`config.mk`:
```
export PLATFORM = sky130hd
export DESIGN_NAME = plk_preload_lock
export DESIGN_NICKNAME = d
export VERILOG_FILES = /design/src/rtl/plk_pkg.sv /design/src/rtl/plk_span.sv /design/src/rtl/plk_seq.sv /design/src/rtl/plk_preload_lock.sv
export SDC_FILE = /design/constraint.sdc
export NUM_CORES = 1
export LEC_CHECK = 0
export CAP_MARGIN = 0
export CORE_AREA = 2 2 142 144
export CTS_CLUSTER_DIAMETER = 40
export DETAILED_ROUTE_END_ITERATION = 8
export DIE_AREA = 0 0 144 146
export PLACE_DENSITY_LB_ADDON = 0.15
export SLEW_MARGIN = 20
export SYNTH_ARGS = -nofsm -noshare
export SYNTH_HDL_FRONTEND = slang
export SYNTH_SLANG_ARGS = --single-unit
export TNS_END_PERCENT = 1
```
`constraint.sdc`:
```
create_clock -name clk_i -period 3.4 [get_ports clk_i]
set_input_delay 0.68 -clock clk_i [delete_from_list [all_inputs] [get_ports clk_i]]
set_output_delay 0.68 -clock clk_i [all_outputs]
set_load 0.03 [all_outputs]
```
`src/rtl/plk_pkg.sv`:
```
package plk_pkg;
  typedef enum logic [1:0] {
    OP_LOCK    = 2'd0,
    OP_RELEASE = 2'd1,
    OP_SWOUT   = 2'd2,
    OP_SWIN    = 2'd3
  } cmd_op_e;

  typedef enum logic [1:0] {
    ST_IDLE  = 2'd0,
    ST_ISSUE = 2'd1,
    ST_WAIT  = 2'd2
  } seq_state_e;
endpackage

```
`src/rtl/plk_span.sv`:
```
module plk_span #(
  parameter int AW  = 32,
  parameter int LW  = 16,
  parameter int OFF = 6,
  localparam int LIX = AW - OFF
) (
  input  logic [AW-1:0]  base_i,
  input  logic [LW-1:0]  len_i,
  output logic [LIX-1:0] first_o,
  output logic [LIX-1:0] last_o,
  output logic           empty_o
);
  logic [AW-1:0] end_addr;

  always_comb begin
    end_addr = base_i + AW'(len_i) - AW'(1);
    first_o  = base_i[AW-1:OFF];
    last_o   = end_addr[AW-1:OFF];
    empty_o  = (len_i == '0);
  end
endmodule

```
`src/rtl/plk_seq.sv`:
```
module plk_seq
  import plk_pkg::*;
#(
  parameter int AW  = 32,
  parameter int OFF = 6,
  localparam int LIX = AW - OFF
) (
  input  logic           clk_i,
  input  logic           rst_ni,
  input  logic           start_i,
  input  logic           lock_i,
  input  logic           empty_i,
  input  logic [LIX-1:0] first_i,
  input  logic [LIX-1:0] last_i,
  output logic           req_valid_o,
  input  logic           req_ready_i,
  output logic [AW-1:0]  req_addr_o,
  output logic           req_lock_o,
  input  logic           rsp_valid_i,
  input  logic           rsp_fail_i,
  output logic           busy_o,
  output logic           done_o,
  output logic           error_o
);
  seq_state_e     state_q;
  logic [LIX-1:0] cur_q, last_q;
  logic           lock_q, done_q, err_q;

  always_ff @(posedge clk_i or negedge rst_ni) begin
    if (!rst_ni) begin
      state_q <= ST_IDLE;
      cur_q   <= '0;
      last_q  <= '0;
      lock_q  <= 1'b0;
      done_q  <= 1'b0;
      err_q   <= 1'b0;
    end else begin
      done_q <= 1'b0;
      unique case (state_q)
        ST_IDLE: begin
          if (start_i) begin
            err_q <= 1'b0;
            if (empty_i) begin
              done_q <= 1'b1;
            end else begin
              cur_q   <= first_i;
              last_q  <= last_i;
              lock_q  <= lock_i;
              state_q <= ST_ISSUE;
            end
          end
        end
        ST_ISSUE: if (req_ready_i) state_q <= ST_WAIT;
        ST_WAIT: begin
          if (rsp_valid_i) begin
            if (lock_q && rsp_fail_i) begin
              err_q   <= 1'b1;
              state_q <= ST_IDLE;
            end else if (cur_q == last_q) begin
              done_q  <= 1'b1;
              state_q <= ST_IDLE;
            end else begin
              cur_q   <= cur_q + LIX'(1);
              state_q <= ST_ISSUE;
            end
          end
        end
        default: state_q <= ST_IDLE;
      endcase
    end
  end

  assign req_valid_o = (state_q == ST_ISSUE);
  assign req_addr_o  = {cur_q, {OFF{1'b0}}};
  assign req_lock_o  = lock_q;
  assign busy_o      = (state_q != ST_IDLE);
  assign done_o      = done_q;
  assign error_o     = err_q;
endmodule

```
`src/rtl/plk_preload_lock.sv`:
```
module plk_preload_lock
  import plk_pkg::*;
#(
  parameter int AW         = 32,
  parameter int LW         = 16,
  parameter int IW         = 8,
  parameter int LINE_BYTES = 64,
  localparam int OFF = $clog2(LINE_BYTES),
  localparam int LIX = AW - OFF
) (
  input  logic          clk_i,
  input  logic          rst_ni,
  input  logic [AW-1:0] cfg_base_i,
  input  logic [LW-1:0] cfg_len_i,
  input  logic [IW-1:0] cfg_owner_i,
  input  logic          cmd_valid_i,
  input  logic [1:0]    cmd_op_i,
  output logic          req_valid_o,
  input  logic          req_ready_i,
  output logic [AW-1:0] req_addr_o,
  output logic          req_lock_o,
  output logic [IW-1:0] req_owner_o,
  input  logic          rsp_valid_i,
  input  logic          rsp_fail_i,
  output logic          busy_o,
  output logic          done_o,
  output logic          error_o
);
  cmd_op_e        op;
  logic           accept, is_lock_cmd;
  logic [AW-1:0]  base_q, sel_base;
  logic [LW-1:0]  len_q, sel_len;
  logic [IW-1:0]  owner_q;
  logic [LIX-1:0] first_l, last_l;
  logic           empty_l;

  assign op          = cmd_op_e'(cmd_op_i);
  assign accept      = cmd_valid_i && !busy_o;
  assign is_lock_cmd = (op == OP_LOCK);

  // lock command uses live config, others replay the stored window
  assign sel_base = is_lock_cmd ? cfg_base_i : base_q;
  assign sel_len  = is_lock_cmd ? cfg_len_i  : len_q;

  always_ff @(posedge clk_i or negedge rst_ni) begin
    if (!rst_ni) begin
      base_q  <= '0;
      len_q   <= '0;
      owner_q <= '0;
    end else if (accept && is_lock_cmd) begin
      base_q  <= cfg_base_i;
      len_q   <= cfg_len_i;
      owner_q <= cfg_owner_i;
    end
  end

  plk_span #(.AW(AW), .LW(LW), .OFF(OFF)) u_span (
    .base_i  (sel_base),
    .len_i   (sel_len),
    .first_o (first_l),
    .last_o  (last_l),
    .empty_o (empty_l)
  );

  plk_seq #(.AW(AW), .OFF(OFF)) u_seq (
    .clk_i       (clk_i),
    .rst_ni      (rst_ni),
    .start_i     (accept),
    .lock_i      (op == OP_LOCK || op == OP_SWIN),
    .empty_i     (empty_l),
    .first_i     (first_l),
    .last_i      (last_l),
    .req_valid_o (req_valid_o),
    .req_ready_i (req_ready_i),
    .req_addr_o  (req_addr_o),
    .req_lock_o  (req_lock_o),
    .rsp_valid_i (rsp_valid_i),
    .rsp_fail_i  (rsp_fail_i),
    .busy_o      (busy_o),
    .done_o      (done_o),
    .error_o     (error_o)
  );

  assign req_owner_o = owner_q;
endmodule

```
### Yosys cells after proc, flatten, opt, wreduce, memory -nomap -nowiden

Index checks and enable logic that the tools add are counted.

* flip-flop bits (word level): 113
* input bits: 64
* logic and storage cells: 63

* add/sub/neg operators: 3
* equality and inequality tests: 11
* muxes and demuxes: 25
* bitwise gates (word level): 1
* reductions and logical operators: 14

Operator list (number)
* 26-bit two-way mux: 5
* 26-bit case mux with 2 select lines: 1
* 32-bit by 16-bit adder with 32-bit output: 1
* 32-bit two-way mux: 1
* 32-bit by 1-bit subtractor with 32-bit output (second input constant): 1
* 26-bit by 1-bit adder with 26-bit output (second input constant): 1
* 26-bit equality test: 1
* 16-bit logical NOT: 1
* 16-bit two-way mux: 1
* 2-bit two-way mux: 5
* 2-bit != test (second input constant): 5
* 1-bit two-way mux: 9
* 4-bit AND reduction: 2
* 2-bit case mux with 3 select lines: 1
* 6-bit AND reduction: 1
* 2-bit equality test (second input constant): 2
* 2-bit logical NOT: 2
* 2-bit by 1-bit != test with 1-bit output (second input constant): 2
* 1-bit case mux with 2 select lines: 2
* 2-bit nonzero test: 2
* 1-bit logical AND: 3
* 3-bit AND reduction: 1
* 2-bit by 1-bit equality test with 1-bit output (second input constant): 1
* 1-bit logical NOT: 1
* 2 further kinds: 2

### Logic depth before layout (Yosys ltp)

Gate-level depths: netlist of run 1.

* depth in word-level cells: 6
* mapped depth: 18
* mapped depth without buffers: 14

### Cells and area by module

From an unflattened synthesis of run 1, not the netlist that was laid out.

* cells, all modules: 850
* area, all modules: 8156.6 um2

By module, submodules not included
* plk_seq: instances 1, cells an instance 327, area an instance 3174.3 um2
* plk_preload_lock: instances 1, cells an instance 177, area an instance 2690.1 um2
* plk_span: instances 1, cells an instance 346, area an instance 2292.2 um2

### Least setup slack after synthesis of run 1

OpenSTA, ideal clock, no wires.

* path type: input to register
* start: input port cmd_op_i[0]
* end: register u_seq.last_q[22]
* library setup time: 0.133 ns
* data arrival time: 4.450 ns
* path slack: -1.182 ns
* stages: 18
* path through: inv_1 ha_1 buf_6 buf_2 buf_1 buf_1 mux2i_1 ha_1 inv_1 ha_1 or4_4 nand4_2 o221ai_2 o2111ai_2 nand2_1 a41o_1 a311oi_2 o31ai_1

* longest elaborated chain between the ends: 5

Ends and longest elaborated chain
* start, declared: line plk_preload_lock.sv:17 `input logic [1:0] cmd_op_i,`
* 2-bit logical NOT *: line plk_preload_lock.sv:39 `assign is_lock_cmd = (op == OP_LOCK);`
* parallel branches: the longest is 4 deep, another holds 32-bit by 16-bit adder with 32-bit output
* end signal, assigned: line plk_seq.sv:47 `last_q <= last_i;`
* end, declared: line plk_seq.sv:26 `logic [LIX-1:0] cur_q, last_q;`

Every way passes the cells marked *.
A chain may end at the register's enable or synchronous reset.

### Worst setup path in the final report of run 1

* start: input port cmd_op_i[1]
* end: register u_seq.last_q[24]

The elaborated chain is that of the path after synthesis.

==> results of run 1 <==
-- registers in the layout, indices dropped and copies added, names as in the netlist --
name	count
u_seq.last_q	26
req_owner_o	8
u_seq.state_q	2
u_seq.cur_q	26
len_q	16
u_seq.req_lock_o	1
base_q	32
u_seq.error_o	1
u_seq.done_o	1
-- stage by stage --
stage	worst slack (ns)	area (µm²)	cells	setup TNS (ns)
6_report	0.0668	10800	1295	0
3_5_place_dp	-0.970	9790	1253	-23.14
4_1_cts	0.00245	10500	1288	0
5_1_grt	-0.0678	10800	1295	-0.229
2_1_floorplan	-0.271	7550	788	-2.61
3_3_place_gp	-0.928	9790	1253	-22.26
-- worst register-to-register path: stages, from the launching register on --
cell       delay [ns]
dfrtp_1          0.38
mux2i_1          0.09
buf_4            0.15
ha_1             0.26
inv_1            0.04
ha_2             0.18
or4_4            0.49
nand4_2          0.11
o221ai_4         0.16
o2111ai_4        0.28
a21oi_4          0.16
o211ai_2         0.21
a21oi_2          0.10
o311ai_2         0.28
-- cells in the mapped netlist (3+ instances only) --
master | count | share of area, %
and3_1 | 6 | 0.50
clkbuf_1 | 19 | 0.96
o21bai_1 | 4 | 0.40
buf_1 | 8 | 0.40
o22a_1 | 4 | 0.47
nor4_1 | 6 | 0.50
buf_4 | 6 | 0.61
a21o_1 | 9 | 0.91
inv_1 | 62 | 3.1
mux2_2 | 65 | 9.8
nand2b_1 | 3 | 0.25
nand3_1 | 23 | 1.5
or3_1 | 4 | 0.34
nor2_1 | 27 | 1.4
o31ai_1 | 8 | 0.81
a211o_1 | 3 | 0.35
a21boi_1 | 3 | 0.30
nor3_1 | 11 | 0.74
o211ai_1 | 4 | 0.40
ha_1 | 46 | 7.7
a22oi_1 | 3 | 0.30
xor2_1 | 17 | 2.0
mux2i_1 | 39 | 5.2
o21a_1 | 4 | 0.40
nor3b_1 | 6 | 0.61
a21oi_1 | 57 | 3.8
a31oi_1 | 7 | 0.59
o21ai_0 | 57 | 3.8
nand2_1 | 68 | 3.4
buf_2 | 8 | 0.54
nand4_1 | 11 | 0.93
o22ai_1 | 5 | 0.42
xnor2_1 | 23 | 2.7
dfrtp_1 | 113 | 38
-- kinds of logic (layout without fill, tap and decap cells) --
kind of cell             count (synthesis)  in the layout
multiplexers                           104            104
buffers and inverters                  105            347
XOR/XNOR                                40             40
adder cells (fa/ha/maj)                 46             46
AO/OA/AOI/OAI                          194            194
AND/OR/NAND/NOR                        180            180
flip-flops                             113            113
other                                    1              6
-- metal layers --
| layer | vias to the layer above | wire, µm | track usage, % |
|---|---|---|---|
| met2 | 151 | 11000 | 36.5 |
| li1 | 3263 | - | - |
| met4 | 0 | 349 | 5.59 |
| met1 | 3145 | 9850 | 27.0 |
| met3 | 23 | 886 | 4.31 |
| met5 | - | 0 | 0 |
-- final cells by class --
cell class | count | area, µm²
Clock buffer | 19 | 453
Clock inverter | 13 | 175
Fill cell | 1712 | 8510
Inverter | 63 | 256
Multi-Input combinational cell | 570 | 4520
Sequential cell | 113 | 2830
Tap cell | 265 | 332
Timing Repair Buffer | 252 | 2260
-- what timing repair did --
| action | in CTS | in global routing |
|---|---|---|
| hold buffers | 0 | 0 |
| setup endpoints to repair | 24 | 18 |
| gates resized for setup | 17 | 60 |
| cloned | 0 | 1 |
| pin swaps | 5 | 15 |
| hold endpoints to repair | 0 | 0 |
| setup buffers | 3 | 6 |
-- how the worst max path moves through the flow --
stage / from / to / slack [ns] / cells past startpoint
after floorplan: cmd_op_i[1] / u_seq.last_q[22]$_DFFE_PN0P_ / -0.27 / 18
after global placement: cmd_op_i[1] / u_seq.last_q[24]$_DFFE_PN0P_ / -0.93 / 15
after detailed placement: cmd_op_i[1] / u_seq.last_q[24]$_DFFE_PN0P_ / -0.97 / 15
after CTS: cfg_len_i[2] / u_seq.last_q[22]$_DFFE_PN0P_ / 0.002 / 14
after global routing: cmd_op_i[1] / u_seq.last_q[24]$_DFFE_PN0P_ / -0.07 / 16
final: cmd_op_i[1] / u_seq.last_q[24]$_DFFE_PN0P_ / 0.07 / 16
-- power by group --
part | switching [mW] | internal, mW
logic | 3.94 | 4.16
clock network | 0.719 | 1.21
registers | 0.715 | 2.03
total | 5.37 | 7.39
==> results_dict.tcl, run 1 <==
set metrics [dict create \
    status "finished clean" \
    cts_made_buffers 17 \
    first_global_vias 6566 \
    synth.area.mux_share_pct 15.1 \
    r2r-start "len_q[2]$_DFFE_PN0P_" \
    area_growth_pct 45.6 \
    synth_compound_area_share_pct 16.7 \
    vias_per_cell 5.08 \
    post-route-util_pct 56.0 \
    synth_xor_area_share_pct 4.71 \
    maxCapViolCount 0 \
    syn_inst 783 \
    worst_path_largest_cell_delay_ns 0.33 \
    cts_tree "built" \
    cts_root_buffer "clkbuf_16" \
    final_common_cell "buf_4" \
    wirelength_um 22100 \
    cts_max_path_buffers 2 \
    yosysSeqAreaShare_pct 38.0 \
    clk_latency_ns 0.42 \
    antenna_cells 0 \
    setup_violations 0 \
    leakagePower_nw 4.73 \
    post-route-drc-count 0 \
    relSlewSlack_pct 29.8 \
    synth-edff-count 0 \
    hold_ws_ns 0.266 \
    synthAdderAreaFrac_pct 7.74 \
    fin_skew_ns 0.00907 \
    critPathRequiredTime_ns 3.71 \
    fp-row-count 51 \
    cp_cell_sequence "buf_8 -> inv_12 -> ha_4 -> clkbuf_16 -> mux2i_1 -> ha_1 -> inv_1 -> ha_4 -> a21oi_2 -> o21ai_1 -> a221oi_2 -> buf_4 -> a21oi_4 -> o211ai_2 -> a21oi_2 -> o311ai_2" \
    synthesis.area_um2 7440 \
    crit_path_top_delay_cell "a221oi_2" \
    clk_pin_slew_ns 0.06 \
    final_max_slew_viol_count 0 \
    rsz0062_at_grt "yes" \
    crit_path_end_kind "register" \
    overflow 0 \
    htree_levels 4 \
    antenna_left 0 \
    synthArstFlopShare_pct 100 \
    ir_drop_mv 0.543 \
    clkSinkCount 113 \
    critical_path_class "primary input to register" \
    io_pins 109 \
    grt_max_degree 70 \
    ff2ff_path_depth 13 \
    io_buffer_count 102 \
    worst_pin_slew_ns 1.05 \
    die_area_um2 21000 \
    drt_first_pass_iters 5 \
    nets 1127 \
    antenna_found_initial 0 \
    worstHoldPathType "primary input to async pin" \
    fmax_mhz 300 \
    r2r_slack_ns 0.42 \
    reg2reg_to "u_seq.last_q[24]$_DFFE_PN0P_" \
    critPathMaxFanout 8 \
    critPathLaunchType "primary input" \
    grt_pass1_wl_um 34600 \
    coreArea_um2 19300 \
    arrival_ns 3.64 \
    most-common-layout-cells "buf_4 (138), dfrtp_1 (113), clkdlybuf4s50_1 (98)" \
    period_needed_ns 3.33 \
    die_y_um 146 \
    path_buf_inv 5 \
    dieWidth_um 144 \
    vias 6582 \
    totalPowerFinal_mw 12.8 \
    path_delay_family "compound AO/OA/AOI/OAI gates" \
    synth_cell_types 70 \
    synth_top_family_by_area "compound AO/OA/AOI/OAI gates" \
    yosys_warnings 0 \
    fin_crit_sh_pct 98.0 \
    wire_per_inst_um 17.1 \
    synth-simple-area-share_pct 11.9 \
    dp_hpwl_um 16400 \
    p_per_area_nw_per_um2 1180 \
    synth_ff_type "dfrtp_1" \
    ys_ff_latch 113 \
    start_util_pct 38.5 \
    track_usage_pct 21.2 \
    syn_avg_cell_area_um2 9.50 \
    drtIter0Drc 296 \
    drive_gt1_share_pct 30.6 \
    place_congestion 0.867 \
    hold_violations 0 \
]
Note: power is estimated with default switching activity, not from simulation.
==> run 2, diff against run 1 <==
- ABC_AREA: default -> 1
- CORE_AREA: 2 2 142 144 -> 2 2 150 152
- DIE_AREA: 0 0 144 146 -> 0 0 152 154
==> results_dict.tcl, run 2 <==
set metrics [dict create \
    critical_path_class "primary input to register" \
    cts_max_path_buffers 2 \
    reg_top3 "base_q: 32 flops, u_seq.cur_q: 26 flops, u_seq.last_q: 26 flops" \
    crit_path_end_kind "register" \
    synthesis.area_um2 8370 \
    arrival_ns 3.61 \
    yosys_warnings 0 \
    clkSinkCount 113 \
    hold_ws_ns 0.230 \
    start_util_pct 38.6 \
    die_area_um2 23400 \
    status "finished clean" \
    drtIter0Drc 482 \
    worst_pin_slew_ns 0.696 \
    top_register "base_q" \
    ir_drop_mv 0.494 \
    synth_top_area_share_pct 33.8 \
    wirelength_um 25600 \
    area_growth_pct 38.0 \
    nets 1575 \
    dieWidth_um 152 \
    synth-edff-count 0 \
    r2r-start "base_q[13]$_DFFE_PN0P_" \
    ys_ff_latch 113 \
    syn_avg_cell_area_um2 6.76 \
    track_usage_pct 22.3 \
    setup_violations 0 \
    rsz0062_at_grt "yes" \
    most-common-layout-cells "nand2_1 (383), inv_1 (166), buf_4 (141)" \
    io_buffer_count 102 \
    synth_most_common_cell "nand2_1" \
    critPathLaunchType "primary input" \
    largest_reg_flops 32 \
    worstHoldPathType "primary input to async pin" \
    critPathLaunch "cmd_op_i[0]" \
    first_global_vias 8235 \
    coreArea_um2 21700 \
    synth_cell_types 36 \
    antenna_left 0 \
    p_per_area_nw_per_um2 1120 \
    synth.largest_area_cell "dfrtp_1" \
    ys_top_cells_by_area "dfrtp_1 (34%), nand2_1 (17%), o21ai_0 (7.7%)" \
    syn_inst 1237 \
    fp-row-count 54 \
    setup_ws_ns 0.108 \
    cts_tree "built" \
    critPathRequiredTime_ns 3.71 \
    antenna_cells 0 \
    r2r_slack_ns 0.93 \
    io_pins 109 \
    reg2reg_to "u_seq.last_q[22]$_DFFE_PN0P_" \
    drt_first_pass_iters 5 \
    cts_root_buffer "clkbuf_16" \
    grt_pass1_wl_um 41800 \
    antenna_found_initial 0 \
    final_max_slew_viol_count 0 \
    fillerInstances 2131 \
    wire_per_inst_um 14.6 \
    cts_made_buffers 17 \
    ff2ff_path_depth 16 \
    synthArstFlopShare_pct 100 \
    synth_ff_type "dfrtp_1" \
    synth_commonest_cells "nand2_1 (389), inv_1 (166), o21ai_0 (129)" \
    vias 8511 \
    dp_hpwl_um 20500 \
    overflow 0 \
    post-route-drc-count 0 \
    clk_latency_ns 0.43 \
    place_congestion 0.951 \
    relSlewSlack_pct 53.2 \
    fin_crit_sh_pct 96.8 \
    clk_pin_slew_ns 0.06 \
    critPathMaxFanout 25 \
    leakagePower_nw 5.73 \
    maxCapViolCount 0 \
    post-place-ws_ns -0.562 \
    period_needed_ns 3.29 \
    final_common_cell "nand2_1" \
    hold_violations 0 \
    grt_max_degree 50 \
    htree_levels 4 \
    fin_skew_ns 0.0112 \
    fmax_mhz 304 \
    drive_gt1_share_pct 16.6 \
    die_y_um 154 \
    vias_per_cell 4.84 \
    yosysSeqAreaShare_pct 33.8 \
    cts.hold.buffers_added 0 \
]
run 2: cell count changes in the layout (fill, tap and decap cells not counted), sizes merged, moves of 15 or more:
cell,previous run,this run
o21ai,58,149
nor2,27,79
nand3,23,76
nand2,68,392
a21oi,59,44
mux2,65,8
mux2i,39,0
inv,66,173
run 2: layout make-up:
type | instances | area [µm²] | share of cell area, %
Clock buffer | 17 | 425 | 3.68
Clock inverter | 15 | 230 | 1.99
Inverter | 169 | 637 | 5.52
Multi-Input combinational cell | 915 | 4870 | 42.2
Sequential cell | 113 | 2830 | 24.5
Tap cell | 280 | 350 | 3.03
Timing Repair Buffer | 249 | 2200 | 19.1
run 2: power breakdown:
part | switching [mW] | internal, mW
Combinational | 4.58 | 3.81
Sequential | 0.581 | 1.99
Clock | 0.706 | 1.31
Total | 5.87 | 7.10
run 2: kinds of logic after synthesis:
family	after synthesis	synth area share (%)
AND/OR/NAND/NOR	595	29.4
XOR/XNOR	46	4.81
other	1	0.0448
flip-flops	113	33.8
multiplexers	8	1.08
adder cells (fa/ha/maj)	46	6.88
buffers and inverters	214	10.6
AO/OA/AOI/OAI	214	13.4
run 2: worst max-delay path by stage:
stage | end | slack (ns)
after detailed placement | u_seq.last_q[6]$_DFFE_PN0P_ | -0.56
after global routing | u_seq.last_q[25]$_DFFE_PN0P_ | -0.08
after floorplan | u_seq.last_q[20]$_DFFE_PN0P_ | 0.01
after global placement | u_seq.last_q[25]$_DFFE_PN0P_ | -0.60
final | u_seq.last_q[6]$_DFFE_PN0P_ | 0.11
after CTS | u_seq.last_q[6]$_DFFE_PN0P_ | 0.02
run 2: metrics by stage:
step	power [mW]	instance area [µm²]	util (%)	setup TNS [ns]	instances
2_1_floorplan	7.10	8390	-	0	1242
3_3_place_gp	10.5	10700	49.3	-11.73	1726
3_5_place_dp	10.5	10700	49.3	-11.70	1726
4_1_cts	12.6	11400	52.4	0	1758
5_1_grt	14.1	11500	53.2	-0.275	1758
6_report	13.0	11500	53.2	0	1758
run 2: critical path: stages:
cell and delay [ns]:
clkdlybuf4s50_1 0.46, inv_1 0.04, ha_2 0.19, buf_12 0.16, buf_4 0.18, o21ai_1 0.22
ha_1 0.27, inv_1 0.10, ha_4 0.22, buf_4 0.14, nand2_1 0.11, o21ai_1 0.14
a21oi_1 0.17, nand2_2 0.11, or2_2 0.28, nand3_1 0.08, nand2_1 0.05
run 2: timing repair:
action                     4_1_cts  5_1_grt
setup endpoints to repair       19       21
gates cloned                     0        0
pin swaps                        0        4
gates resized for setup          4       58
setup buffers                    0        0
run 2: layer usage:
layer  routed length, µm  vias to the layer above  track usage, %
li1                    -                     4406               -
met2               11100                      244            35.1
met1               12800                     3830            31.7
met3                1240                       31            3.69
met5                   0                        -               0
met4                 446                        0            6.32
